<file path="src/rtl/twi_csr_pkg.sv">
package twi_csr_pkg;
  localparam int CSR_DATA_W = 16;
  localparam int CSR_ADDR_W = 8;
  localparam int MERR_W     = 5;
  localparam int NUM_PLAIN  = 8;
  localparam int TX_NARROW_W = 8;

  // word index = byte address / 4
  localparam int IDX_CLKDIV  = 0;
  localparam int IDX_CTRL    = 1;
  localparam int IDX_SCTL    = 2;
  localparam int IDX_SSTAT   = 3;
  localparam int IDX_SADDR   = 4;
  localparam int IDX_MCTL    = 5;
  localparam int IDX_MSTAT   = 6;
  localparam int IDX_MADDR   = 7;
  localparam int IDX_ISTAT   = 8;
  localparam int IDX_IMASK   = 9;
  localparam int IDX_FCTL    = 10;
  localparam int IDX_FSTAT   = 11;
  localparam int IDX_TX8     = 32;
  localparam int IDX_TX16    = 33;
  localparam int IDX_RX8     = 34;
  localparam int IDX_RX16    = 35;

  localparam logic [1:0] SIZE_HALF = 2'd1;

  // slots inside the plain read/write bank
  localparam int SLOT_CLKDIV = 0;
  localparam int SLOT_CTRL   = 1;
  localparam int SLOT_SCTL   = 2;
  localparam int SLOT_SADDR  = 3;
  localparam int SLOT_MCTL   = 4;
  localparam int SLOT_MADDR  = 5;
  localparam int SLOT_IMASK  = 6;
  localparam int SLOT_FCTL   = 7;

  typedef enum logic [2:0] {
    K_PLAIN, K_ISTAT, K_MSTAT, K_RO, K_TX8, K_TX16, K_RX, K_NONE
  } acc_kind_t;

  function automatic logic [2:0] plain_slot(input int unsigned w);
    case (w)
      IDX_CLKDIV: plain_slot = 3'(SLOT_CLKDIV);
      IDX_CTRL:   plain_slot = 3'(SLOT_CTRL);
      IDX_SCTL:   plain_slot = 3'(SLOT_SCTL);
      IDX_SADDR:  plain_slot = 3'(SLOT_SADDR);
      IDX_MCTL:   plain_slot = 3'(SLOT_MCTL);
      IDX_MADDR:  plain_slot = 3'(SLOT_MADDR);
      IDX_IMASK:  plain_slot = 3'(SLOT_IMASK);
      default:    plain_slot = 3'(SLOT_FCTL);
    endcase
  endfunction
endpackage

</file>
<file path="src/rtl/twi_csr_decode.sv">
module twi_csr_decode
  import twi_csr_pkg::*;
#(
  parameter int ADDR_W = CSR_ADDR_W,
  localparam int WORD_W = ADDR_W - 2
) (
  input  logic [ADDR_W-1:0] addr,
  input  logic [1:0]        size,
  input  logic              we,
  input  logic              re,
  output logic [WORD_W-1:0] word,
  output acc_kind_t         kind,
  output logic              ok,
  output logic              unmapped,
  output logic              err,
  output logic              err_size
);
  logic        active;
  logic        size_bad;
  int unsigned wi;

  assign word = addr[ADDR_W-1:2];

  always_comb begin
    wi = 32'(word);
    kind = K_NONE;
    if (addr[1:0] == 2'b00) begin
      case (wi)
        IDX_CLKDIV, IDX_CTRL, IDX_SCTL, IDX_SADDR,
        IDX_MCTL, IDX_MADDR, IDX_IMASK, IDX_FCTL: kind = K_PLAIN;
        IDX_SSTAT, IDX_FSTAT:                     kind = K_RO;
        IDX_MSTAT:                                kind = K_MSTAT;
        IDX_ISTAT:                                kind = K_ISTAT;
        IDX_TX8:                                  kind = K_TX8;
        IDX_TX16:                                 kind = K_TX16;
        IDX_RX8, IDX_RX16:                        kind = K_RX;
        default:                                  kind = K_NONE;
      endcase
    end
  end

  assign active   = we | re;
  assign size_bad = (size != SIZE_HALF);
  assign unmapped = active & (kind == K_NONE);
  // size check outranks the address check
  assign err_size = active & size_bad;
  assign err      = err_size | unmapped;
  assign ok       = active & ~err;
endmodule

</file>
<file path="src/rtl/twi_plain_bank.sv">
module twi_plain_bank #(
  parameter int DW = 16,
  parameter int N  = 8,
  localparam int SW = $clog2(N)
) (
  input  logic          clk,
  input  logic          rst,
  input  logic          wr_en,
  input  logic [SW-1:0] wr_sel,
  input  logic [DW-1:0] wr_data,
  output logic [N*DW-1:0] q_flat,
  output logic [N*DW-1:0] qn_flat
);
  for (genvar g = 0; g < N; g++) begin : g_reg
    logic [DW-1:0] r;
    logic [DW-1:0] n;
    assign n = (wr_en && wr_sel == SW'(g)) ? wr_data : r;
    always_ff @(posedge clk) begin
      if (rst) r <= '0;
      else     r <= n;
    end
    assign q_flat[g*DW +: DW]  = r;
    assign qn_flat[g*DW +: DW] = n;
  end
endmodule

</file>
<file path="src/rtl/twi_w1c_reg.sv">
module twi_w1c_reg #(
  parameter int W = 16,
  parameter logic [W-1:0] CLR_MASK = '1
) (
  input  logic         clk,
  input  logic         rst,
  input  logic         clr_en,
  input  logic [W-1:0] clr_data,
  input  logic [W-1:0] set_bits,
  output logic [W-1:0] q,
  output logic [W-1:0] q_next
);
  for (genvar b = 0; b < W; b++) begin : g_bit
    if (CLR_MASK[b]) begin : g_clr
      // set wins over clear
      assign q_next[b] = set_bits[b] | (q[b] & ~(clr_en & clr_data[b]));
    end else begin : g_keep
      assign q_next[b] = set_bits[b] | q[b];
    end
  end

  always_ff @(posedge clk) begin
    if (rst) q <= '0;
    else     q <= q_next;
  end
endmodule

</file>
<file path="src/rtl/twi_csr_top.sv">
module twi_csr_top
  import twi_csr_pkg::*;
#(
  parameter int DATA_W = CSR_DATA_W,
  parameter int ADDR_W = CSR_ADDR_W,
  parameter int MERR_N = MERR_W,
  localparam int WORD_W = ADDR_W - 2,
  localparam int HI_W   = DATA_W - MERR_N,
  localparam int SLOT_W = $clog2(NUM_PLAIN)
) (
  input  logic              clk,
  input  logic              rst,
  input  logic [ADDR_W-1:0] bus_addr,
  input  logic [DATA_W-1:0] bus_wdata,
  input  logic              bus_we,
  input  logic              bus_re,
  input  logic [1:0]        bus_size,
  output logic [DATA_W-1:0] bus_rdata,
  output logic              bus_err,
  output logic              bus_err_size,
  input  logic [DATA_W-1:0] ev_int_set,
  input  logic [MERR_N-1:0] ev_mst_err,
  input  logic [HI_W-1:0]   hw_mst_flags,
  input  logic [DATA_W-1:0] hw_slv_flags,
  input  logic [DATA_W-1:0] hw_fifo_flags,
  input  logic              rx_load,
  input  logic [DATA_W-1:0] rx_data,
  output logic [DATA_W-1:0] tx_hold,
  output logic [DATA_W-1:0] cfg_clkdiv,
  output logic [DATA_W-1:0] cfg_ctrl,
  output logic [DATA_W-1:0] cfg_slv_ctl,
  output logic [DATA_W-1:0] cfg_slv_addr,
  output logic [DATA_W-1:0] cfg_mst_ctl,
  output logic [DATA_W-1:0] cfg_mst_addr,
  output logic [DATA_W-1:0] cfg_fifo_ctl,
  output logic              irq
);
  logic [WORD_W-1:0] dec_word;
  acc_kind_t         dec_kind;
  logic              dec_ok;
  logic              dec_unmapped;
  logic              dec_err;
  logic              dec_err_size;
  logic              wr_ok;
  logic              rd_ok;
  int unsigned       word_i;
  logic [SLOT_W-1:0] slot;

  twi_csr_decode #(.ADDR_W(ADDR_W)) u_dec (
    .addr     (bus_addr),
    .size     (bus_size),
    .we       (bus_we),
    .re       (bus_re),
    .word     (dec_word),
    .kind     (dec_kind),
    .ok       (dec_ok),
    .unmapped (dec_unmapped),
    .err      (dec_err),
    .err_size (dec_err_size)
  );

  assign wr_ok  = bus_we & dec_ok;
  assign rd_ok  = bus_re & dec_ok;
  assign word_i = 32'(dec_word);
  assign slot   = SLOT_W'(plain_slot(word_i));

  // plain read/write registers
  logic [NUM_PLAIN*DATA_W-1:0] plain_q;
  logic [NUM_PLAIN*DATA_W-1:0] plain_qn;

  twi_plain_bank #(.DW(DATA_W), .N(NUM_PLAIN)) u_plain (
    .clk     (clk),
    .rst     (rst),
    .wr_en   (wr_ok && dec_kind == K_PLAIN),
    .wr_sel  (slot),
    .wr_data (bus_wdata),
    .q_flat  (plain_q),
    .qn_flat (plain_qn)
  );

  logic [DATA_W-1:0] imask;
  logic [DATA_W-1:0] imask_n;
  assign imask   = plain_q[SLOT_IMASK*DATA_W +: DATA_W];
  assign imask_n = plain_qn[SLOT_IMASK*DATA_W +: DATA_W];

  assign cfg_clkdiv   = plain_q[SLOT_CLKDIV*DATA_W +: DATA_W];
  assign cfg_ctrl     = plain_q[SLOT_CTRL*DATA_W +: DATA_W];
  assign cfg_slv_ctl  = plain_q[SLOT_SCTL*DATA_W +: DATA_W];
  assign cfg_slv_addr = plain_q[SLOT_SADDR*DATA_W +: DATA_W];
  assign cfg_mst_ctl  = plain_q[SLOT_MCTL*DATA_W +: DATA_W];
  assign cfg_mst_addr = plain_q[SLOT_MADDR*DATA_W +: DATA_W];
  assign cfg_fifo_ctl = plain_q[SLOT_FCTL*DATA_W +: DATA_W];

  // sticky interrupt flags, every bit write-one-to-clear
  logic [DATA_W-1:0] istat_q;
  logic [DATA_W-1:0] istat_n;

  twi_w1c_reg #(.W(DATA_W), .CLR_MASK('1)) u_istat (
    .clk      (clk),
    .rst      (rst),
    .clr_en   (wr_ok && dec_kind == K_ISTAT),
    .clr_data (bus_wdata),
    .set_bits (ev_int_set),
    .q        (istat_q),
    .q_next   (istat_n)
  );

  // sticky master error flags
  logic [MERR_N-1:0] mst_err_q;
  logic [MERR_N-1:0] mst_err_n;

  twi_w1c_reg #(.W(MERR_N), .CLR_MASK('1)) u_mst (
    .clk      (clk),
    .rst      (rst),
    .clr_en   (wr_ok && dec_kind == K_MSTAT),
    .clr_data (bus_wdata[MERR_N-1:0]),
    .set_bits (ev_mst_err),
    .q        (mst_err_q),
    .q_next   (mst_err_n)
  );

  // live status sampling and data holding registers
  logic [HI_W-1:0]   mst_hi_q;
  logic [DATA_W-1:0] slv_stat_q;
  logic [DATA_W-1:0] fifo_stat_q;
  logic [DATA_W-1:0] rx_hold_q;
  logic [DATA_W-1:0] tx_hold_q;
  logic [DATA_W-1:0] tx_wval;

  assign tx_wval = (dec_kind == K_TX8)
                 ? {{(DATA_W-TX_NARROW_W){1'b0}}, bus_wdata[TX_NARROW_W-1:0]}
                 : bus_wdata;

  always_ff @(posedge clk) begin
    if (rst) begin
      mst_hi_q    <= '0;
      slv_stat_q  <= '0;
      fifo_stat_q <= '0;
      rx_hold_q   <= '0;
      tx_hold_q   <= '0;
    end else begin
      mst_hi_q    <= hw_mst_flags;
      slv_stat_q  <= hw_slv_flags;
      fifo_stat_q <= hw_fifo_flags;
      if (rx_load) rx_hold_q <= rx_data;
      if (wr_ok && (dec_kind == K_TX8 || dec_kind == K_TX16))
        tx_hold_q <= tx_wval;
    end
  end

  assign tx_hold = tx_hold_q;

  // read path
  logic [DATA_W-1:0] rd_val;

  always_comb begin
    rd_val = '0;
    case (dec_kind)
      K_PLAIN: rd_val = plain_q[slot*DATA_W +: DATA_W];
      K_ISTAT: rd_val = istat_q;
      K_MSTAT: rd_val = {mst_hi_q, mst_err_q};
      K_RO:    rd_val = (word_i == IDX_SSTAT) ? slv_stat_q : fifo_stat_q;
      K_RX:    rd_val = rx_hold_q;
      default: rd_val = '0;
    endcase
  end

  logic [DATA_W-1:0] rdata_q;
  logic              err_q;
  logic              err_size_q;
  logic              irq_q;

  always_ff @(posedge clk) begin
    if (rst) begin
      rdata_q    <= '0;
      err_q      <= 1'b0;
      err_size_q <= 1'b0;
      irq_q      <= 1'b0;
    end else begin
      rdata_q    <= rd_ok ? rd_val : '0;
      err_q      <= dec_err;
      err_size_q <= dec_err_size;
      irq_q      <= |(istat_n & imask_n);
    end
  end

  assign bus_rdata    = rdata_q;
  assign bus_err      = err_q;
  assign bus_err_size = err_size_q;
  assign irq          = irq_q;
endmodule

</file>
<file path="config.mk">
export PLATFORM = sky130hd
export DESIGN_NAME = twi_csr_top
export DESIGN_NICKNAME = d
export VERILOG_FILES = /design/src/rtl/twi_csr_pkg.sv /design/src/rtl/twi_csr_decode.sv /design/src/rtl/twi_plain_bank.sv /design/src/rtl/twi_w1c_reg.sv /design/src/rtl/twi_csr_top.sv
export SDC_FILE = /design/constraint.sdc
export NUM_CORES = 1
export LEC_CHECK = 0
export BUFFER_PORTS_ARGS = -buffer_cell sky130_fd_sc_hd__buf_2
export CORE_UTILIZATION = 30
export CTS_BUF_LIST = sky130_fd_sc_hd__clkbuf_4 sky130_fd_sc_hd__clkbuf_8
export DETAILED_ROUTE_END_ITERATION = 7
export GPL_ROUTABILITY_DRIVEN = 1
export PLACE_DENSITY = 0.56
export RECOVER_POWER = 50
export SKIP_CTS_REPAIR_TIMING = 1
export SYNTH_ARGS = -nofsm -noshare
export SYNTH_HDL_FRONTEND = slang
export SYNTH_HIERARCHICAL = 1
export SYNTH_SLANG_ARGS = --single-unit
</file>
<file path="constraint.sdc">
create_clock -name clk -period 8.5 [get_ports clk]
set_input_delay 1.7 -clock clk [delete_from_list [all_inputs] [get_ports clk]]
set_output_delay 1.7 -clock clk [all_outputs]
set_load 0.02 [all_outputs]
</file>
==> results of run 1 <==
[flip-flops by register name (all words and copies together) (netlist names), 5 cells and up]
signal	flops
u_plain/g.r	128
u_istat/q	16
tx_hold	16
rx_hold_q	16
u_mst/q	5
bus_rdata	16
mst_hi_q	11
fifo_stat_q	16
slv_stat_q	16
[power by group]
group          total (W)  internal (W)  switching, W
registers        0.00118       0.00116     0.0000126
logic           0.000174     0.0000709      0.000103
clock network    0.00125      0.000735      0.000517
total            0.00260       0.00197      0.000632
[layer usage]
metal	wire length [um]	share of wire, %	global-route usage [%]	vias to the layer above
li1	-	-	-	4643
met3	2530	6.3	4.74	67
met2	18600	46	31.5	294
met1	18000	45	27.2	4661
met4	1060	2.6	6.60	6
met5	34	0.085	0	-
[cell usage in the layout (no fill, tap or decap), drive strengths merged, types with 3 or more instances in the layout]
cell type    n
a21o        16
a21oi       68
a221oi       3
a22o        19
a22oi       18
a311oi      21
buf        142
clkbuf     206
clkinv       7
dfxtp      243
diode        5
ha           3
inv         26
mux2        32
mux2i      144
nand2       79
nand2b     145
nand3       40
nand4b       3
nand4bb      3
nor2        43
nor2b       48
nor3         4
nor4         3
nor4b        4
o21ai       68
o221ai      16
o22a        16
[worst max-delay path by stage]
stage	to	slack [ns]	cells after the start
floorplan	irq	3.72	15
global placement	irq	2.70	12
detailed placement	irq	2.59	12
CTS	irq	3.18	12
global route	slv_stat_q[0]	2.10	3
finish	slv_stat_q[0]	2.80	3
[final cells by class]
class,count,share of cell area [%]
Antenna cell,5,0.0919
Clock buffer,70,6.61
Clock inverter,10,0.799
Inverter,26,0.717
Multi-Input combinational cell,822,42.4
Sequential cell,243,35.7
Tap cell,468,4.30
Timing Repair Buffer,278,9.33
[through the flow]
| step | utilization, % | cells | total power, W | cell area (um2) | setup WS [ns] |
|---|---|---|---|---|---|
| detailed placement | 34.7 | 1837 | 0.00137 | 12800 | 2.59 |
| finish | 37.0 | 1922 | 0.00260 | 13600 | 2.80 |
| global placement | 34.7 | 1837 | 0.00137 | 12800 | 2.70 |
| CTS | 37.5 | 1917 | 0.00263 | 13800 | 3.18 |
| global route | 37.0 | 1919 | 0.00270 | 13600 | 2.10 |
| floorplan | - | 1214 | 0.00130 | 11300 | 3.72 |
[worst min-delay path: cells and delay by family (launching register included)]
kind	cells	cell delay, ns
flops	1	0.31
compound gates	1	0.05
simple gates	1	0.05
==> flow_summary.yaml, run 1 <==
run_status:
  status: "finished with violations"
  violations: "max-capacitance violations, max-slew violations"
route:
  ant_nets: 0
  via_count: 9671
  initialDrtViolationCount: 603
  viasPerCell: 5.03
  dr.pass1.iters: 5
  drt_wl_total_um: 40200
  drc: 0
  wl_per_cell_um: 20.9
min_path:
  hp-class: "reg -> reg"
  whs_path_depth: 2
  min_from: "tx_hold[9]"
  hold_end: "tx_hold[9]"
timing:
  rsz0062_at_grt: "no"
  relSlewSlack_pct: -89.8
  final.setup_skew_ns: 0.0217
  tns_ns: 0
  fin_crit_ns: 5.70
  hold_slack_ns: 0.459
  hold_viol: 0
  report.final.slew_viol_count: 142
  tightest_slew_ns: 2.85
  setup_viol: 0
  max_freq_mhz: 175
  finalCritPeriodShare_pct: 67.1
worst_setup_path:
  r2r-end: "bus_rdata[0]"
  crit_path_start_kind: "input pin"
  rr_startpoint: "u_istat/q[0]"
  cp_common_cell: "clkbuf_1"
  crit_fanout: 71
  crit_family: "buffers and inverters"
  crit_path_end_kind: "flop"
  rrSetupSlack_ns: 6.97
  arrival_ns: 6.02
  reg2reg_depth: 4
  crit_type: "in -> reg"
  path_buf_inv: 2
  required_ns: 8.81
  path_cells: "clkbuf_1 > clkbuf_1 > nor2b_1"
  crit_path_start: "rst"
  max_stage_delay_ns: 2.12
  crit_slowest_cell: "clkbuf_1"
global_routing:
  grt.overflow.total: 0
  grt_usage_pct: 20.2
  grt_start_max_net_pins: 107
  grt_pass1_vias: 9112
  grt_pass1_wl_um: 58400
  antenna_found_initial: 8
logic_synthesis:
  synth.net_count: 1328
  syn_area_um2: 11300
  synthCells: 1214
  syn_avg_cell_area_um2: 9.30
  yosysWarnings: 6
final_layout:
  area_growth_pct: 20.7
  drive_gt1_share_pct: 18.6
  nNetsFinal: 1528
  ff_latch_area_um2: 4860
  fillCellCount: 3819
  multi_input_area_um2: 5780
cts:
  htreeDepth: 2
  clock-sinks: 243
  cts_tree: "built"
  cts_root_buffer: "clkbuf_8"
  clk_latency_ns: 0.57
  clkTransAtPathRegs_ns: 0.06
  clockBufferDepth: 3
  cts_buffers: 43
floorplan:
  core-area_um2: 36800
  dieArea_um2: 38400
  die_y_um: 196
  num_io_pins: 258
  die_x_um: 196
  num_rows: 70
  start_util_pct: 30.7
pwr:
  power.leakage_nw: 5.77
  p_per_area_nw_per_um2: 191
  vdd_ir_drop_max_mv: 0.0959
placed_design:
  gp_congestion: 0.813
  dp_hpwl_um: 29300
  port_buffers: 257
flow_run:
  cap_viol_max_count: 2
Power figures use the tool's default switching activity.
==> run 2: changes to the inputs <==
PLACE_DENSITY = 0.58   (was 0.56)
clock period = 5.1 ns   (was 8.5 ns; I/O delays follow)
==> run 2 against run 1 <==
  * Critical path type unchanged
  * Largest power group is now registers
  * Die area did not move
  * Non-clock buffer count rose by 3
  * Cell area fell by 0.30%
  * The run still ends with max-capacitance violations, max-slew violations left
==> flow_summary.yaml, run 2 (synthesis gave the netlist of run 1 again) <==
timing:
  finalCritPeriodShare_pct: 78.2
  rsz0062_at_grt: "no"
  fin_crit_ns: 3.99
  setup_viol: 0
  tns_ns: 0
  relSlewSlack_pct: -57.8
  final.setup_skew_ns: 0.0171
  hold_viol: 0
  report.final.slew_viol_count: 123
  max_freq_mhz: 251
  tightest_slew_ns: 2.37
run_status:
  status: "finished with violations"
  violations: "max-capacitance violations, max-slew violations"
worst_setup_path:
  required_ns: 5.44
  crit_fanout: 32
  crit_path_end_kind: "flop"
  arrival_ns: 4.33
  crit_type: "in -> reg"
  crit_path_start_kind: "input pin"
route:
  drc: 0
  drt_wl_total_um: 40200
  via_count: 9581
  dr.pass1.iters: 5
  wl_per_cell_um: 20.8
  initialDrtViolationCount: 565
  viasPerCell: 4.97
  ant_nets: 0
pwr:
  power.leakage_nw: 5.74
  vdd_ir_drop_max_mv: 0.150
  p_per_area_nw_per_um2: 309
min_path:
  hp-class: "reg -> reg"
placed_design:
  port_buffers: 257
  dp_hpwl_um: 29400
  gp_congestion: 0.825
  placed_cells: 1840
  placed_area_um2: 12800
floorplan:
  die_x_um: 196
  num_io_pins: 258
  start_util_pct: 30.7
  die_y_um: 196
  core-area_um2: 36800
  num_rows: 70
  dieArea_um2: 38400
global_routing:
  grt_usage_pct: 20.2
  antenna_found_initial: 10
  grt_pass1_wl_um: 58200
  grt_pass1_vias: 9171
  grt_start_max_net_pins: 123
  grt.overflow.total: 0
final_layout:
  mostFrequentLayoutCell: "dfxtp_1"
  fin_area_um2: 13600
  top_register: "u_plain/g.r"
  layout.cells.non_filler: 1926
  fillCellCount: 3836
  area_growth_pct: 20.3
  drive_gt1_share_pct: 18.9
  nNetsFinal: 1533
  final_cell_mix: "243 x dfxtp_1, 145 x nand2b_1, 144 x mux2i_1"
  largest_register_ffs: 128
cts:
  cts_buffers: 45
  htreeDepth: 2
  clkTransAtPathRegs_ns: 0.06
  clk_latency_ns: 0.58
  clock-sinks: 243
  cts_tree: "built"
  cts_root_buffer: "clkbuf_8"
  clockBufferDepth: 3
flow_run:
  cap_viol_max_count: 1
==> run 2: changes by cell type in the layout (fill, tap and decap cells not counted) <==
cell and change:
buf_4 +3, clkbuf_8 -3, clkbuf_2 +2, diode_2 +2, clkinvlp_4 +4, clkbuf_1 -2, bufinv_16 -2
==> run 2: path summary, 6_finish.rpt <==
path	slack [ns]	endpoint	cells past startpoint	from
setup reg to reg	3.54	bus_rdata[9]	4	u_istat/q[9]
hold / removal	0.45	tx_hold[10]	2	tx_hold[10]
setup / recovery	1.11	irq	15	bus_addr[2]
hold reg to reg	0.45	tx_hold[10]	2	tx_hold[10]
==> run 2: power breakdown <==
group	switching [W]	internal, W
Sequential	0.0000210	0.00194
Clock	0.000864	0.00108
Combinational	0.000174	0.000118
Total	0.00106	0.00314
==> run 2: area by class of cell <==
cell class	instances	area [um2]	share of cell area, %
inverters	26	97.6	0.719
diodes	7	17.5	0.129
flip-flops and latches	243	4860	35.8
well taps	468	586	4.31
multi-input cells	822	5780	42.6
clock buffers	67	860	6.33
repair buffers	281	1300	9.55
clock inverters	12	78.8	0.580
==> run 2: per-layer routing <==
metal  GRT usage [%]  up-vias  share of wire (%)
met5               0        -               0.10
met4            6.97        8                2.7
met3            5.00       73                6.0
met2            32.7      262                 47
met1            26.0     4599                 44
li1                -     4639                  -
==> run 2: through the flow <==
step	setup slack (ns)	hold WS, ns	total power [W]	utilization, %
after floorplan	1.00	0.460	0.00217	-
after global placement	0.798	0.439	0.00229	34.8
after detailed placement	0.663	0.445	0.00229	34.8
after CTS	1.27	0.457	0.00424	37.3
after global routing	0.873	0.465	0.00435	36.9
final	1.11	0.454	0.00420	36.9
==> run 2: worst max-delay path, cell delays in order <==
cell and delay (ns):
buf_2 0.22, inv_1 0.08, ha_1 0.30, nor4b_1 0.40, o31ai_2 0.12, buf_4 0.21
nor4_1 0.27, buf_4 0.20, nand4b_1 0.12, buf_4 0.35, mux2_2 0.34, a22o_1 0.21
a221oi_1 0.20, and3_1 0.20, a31oi_1 0.07
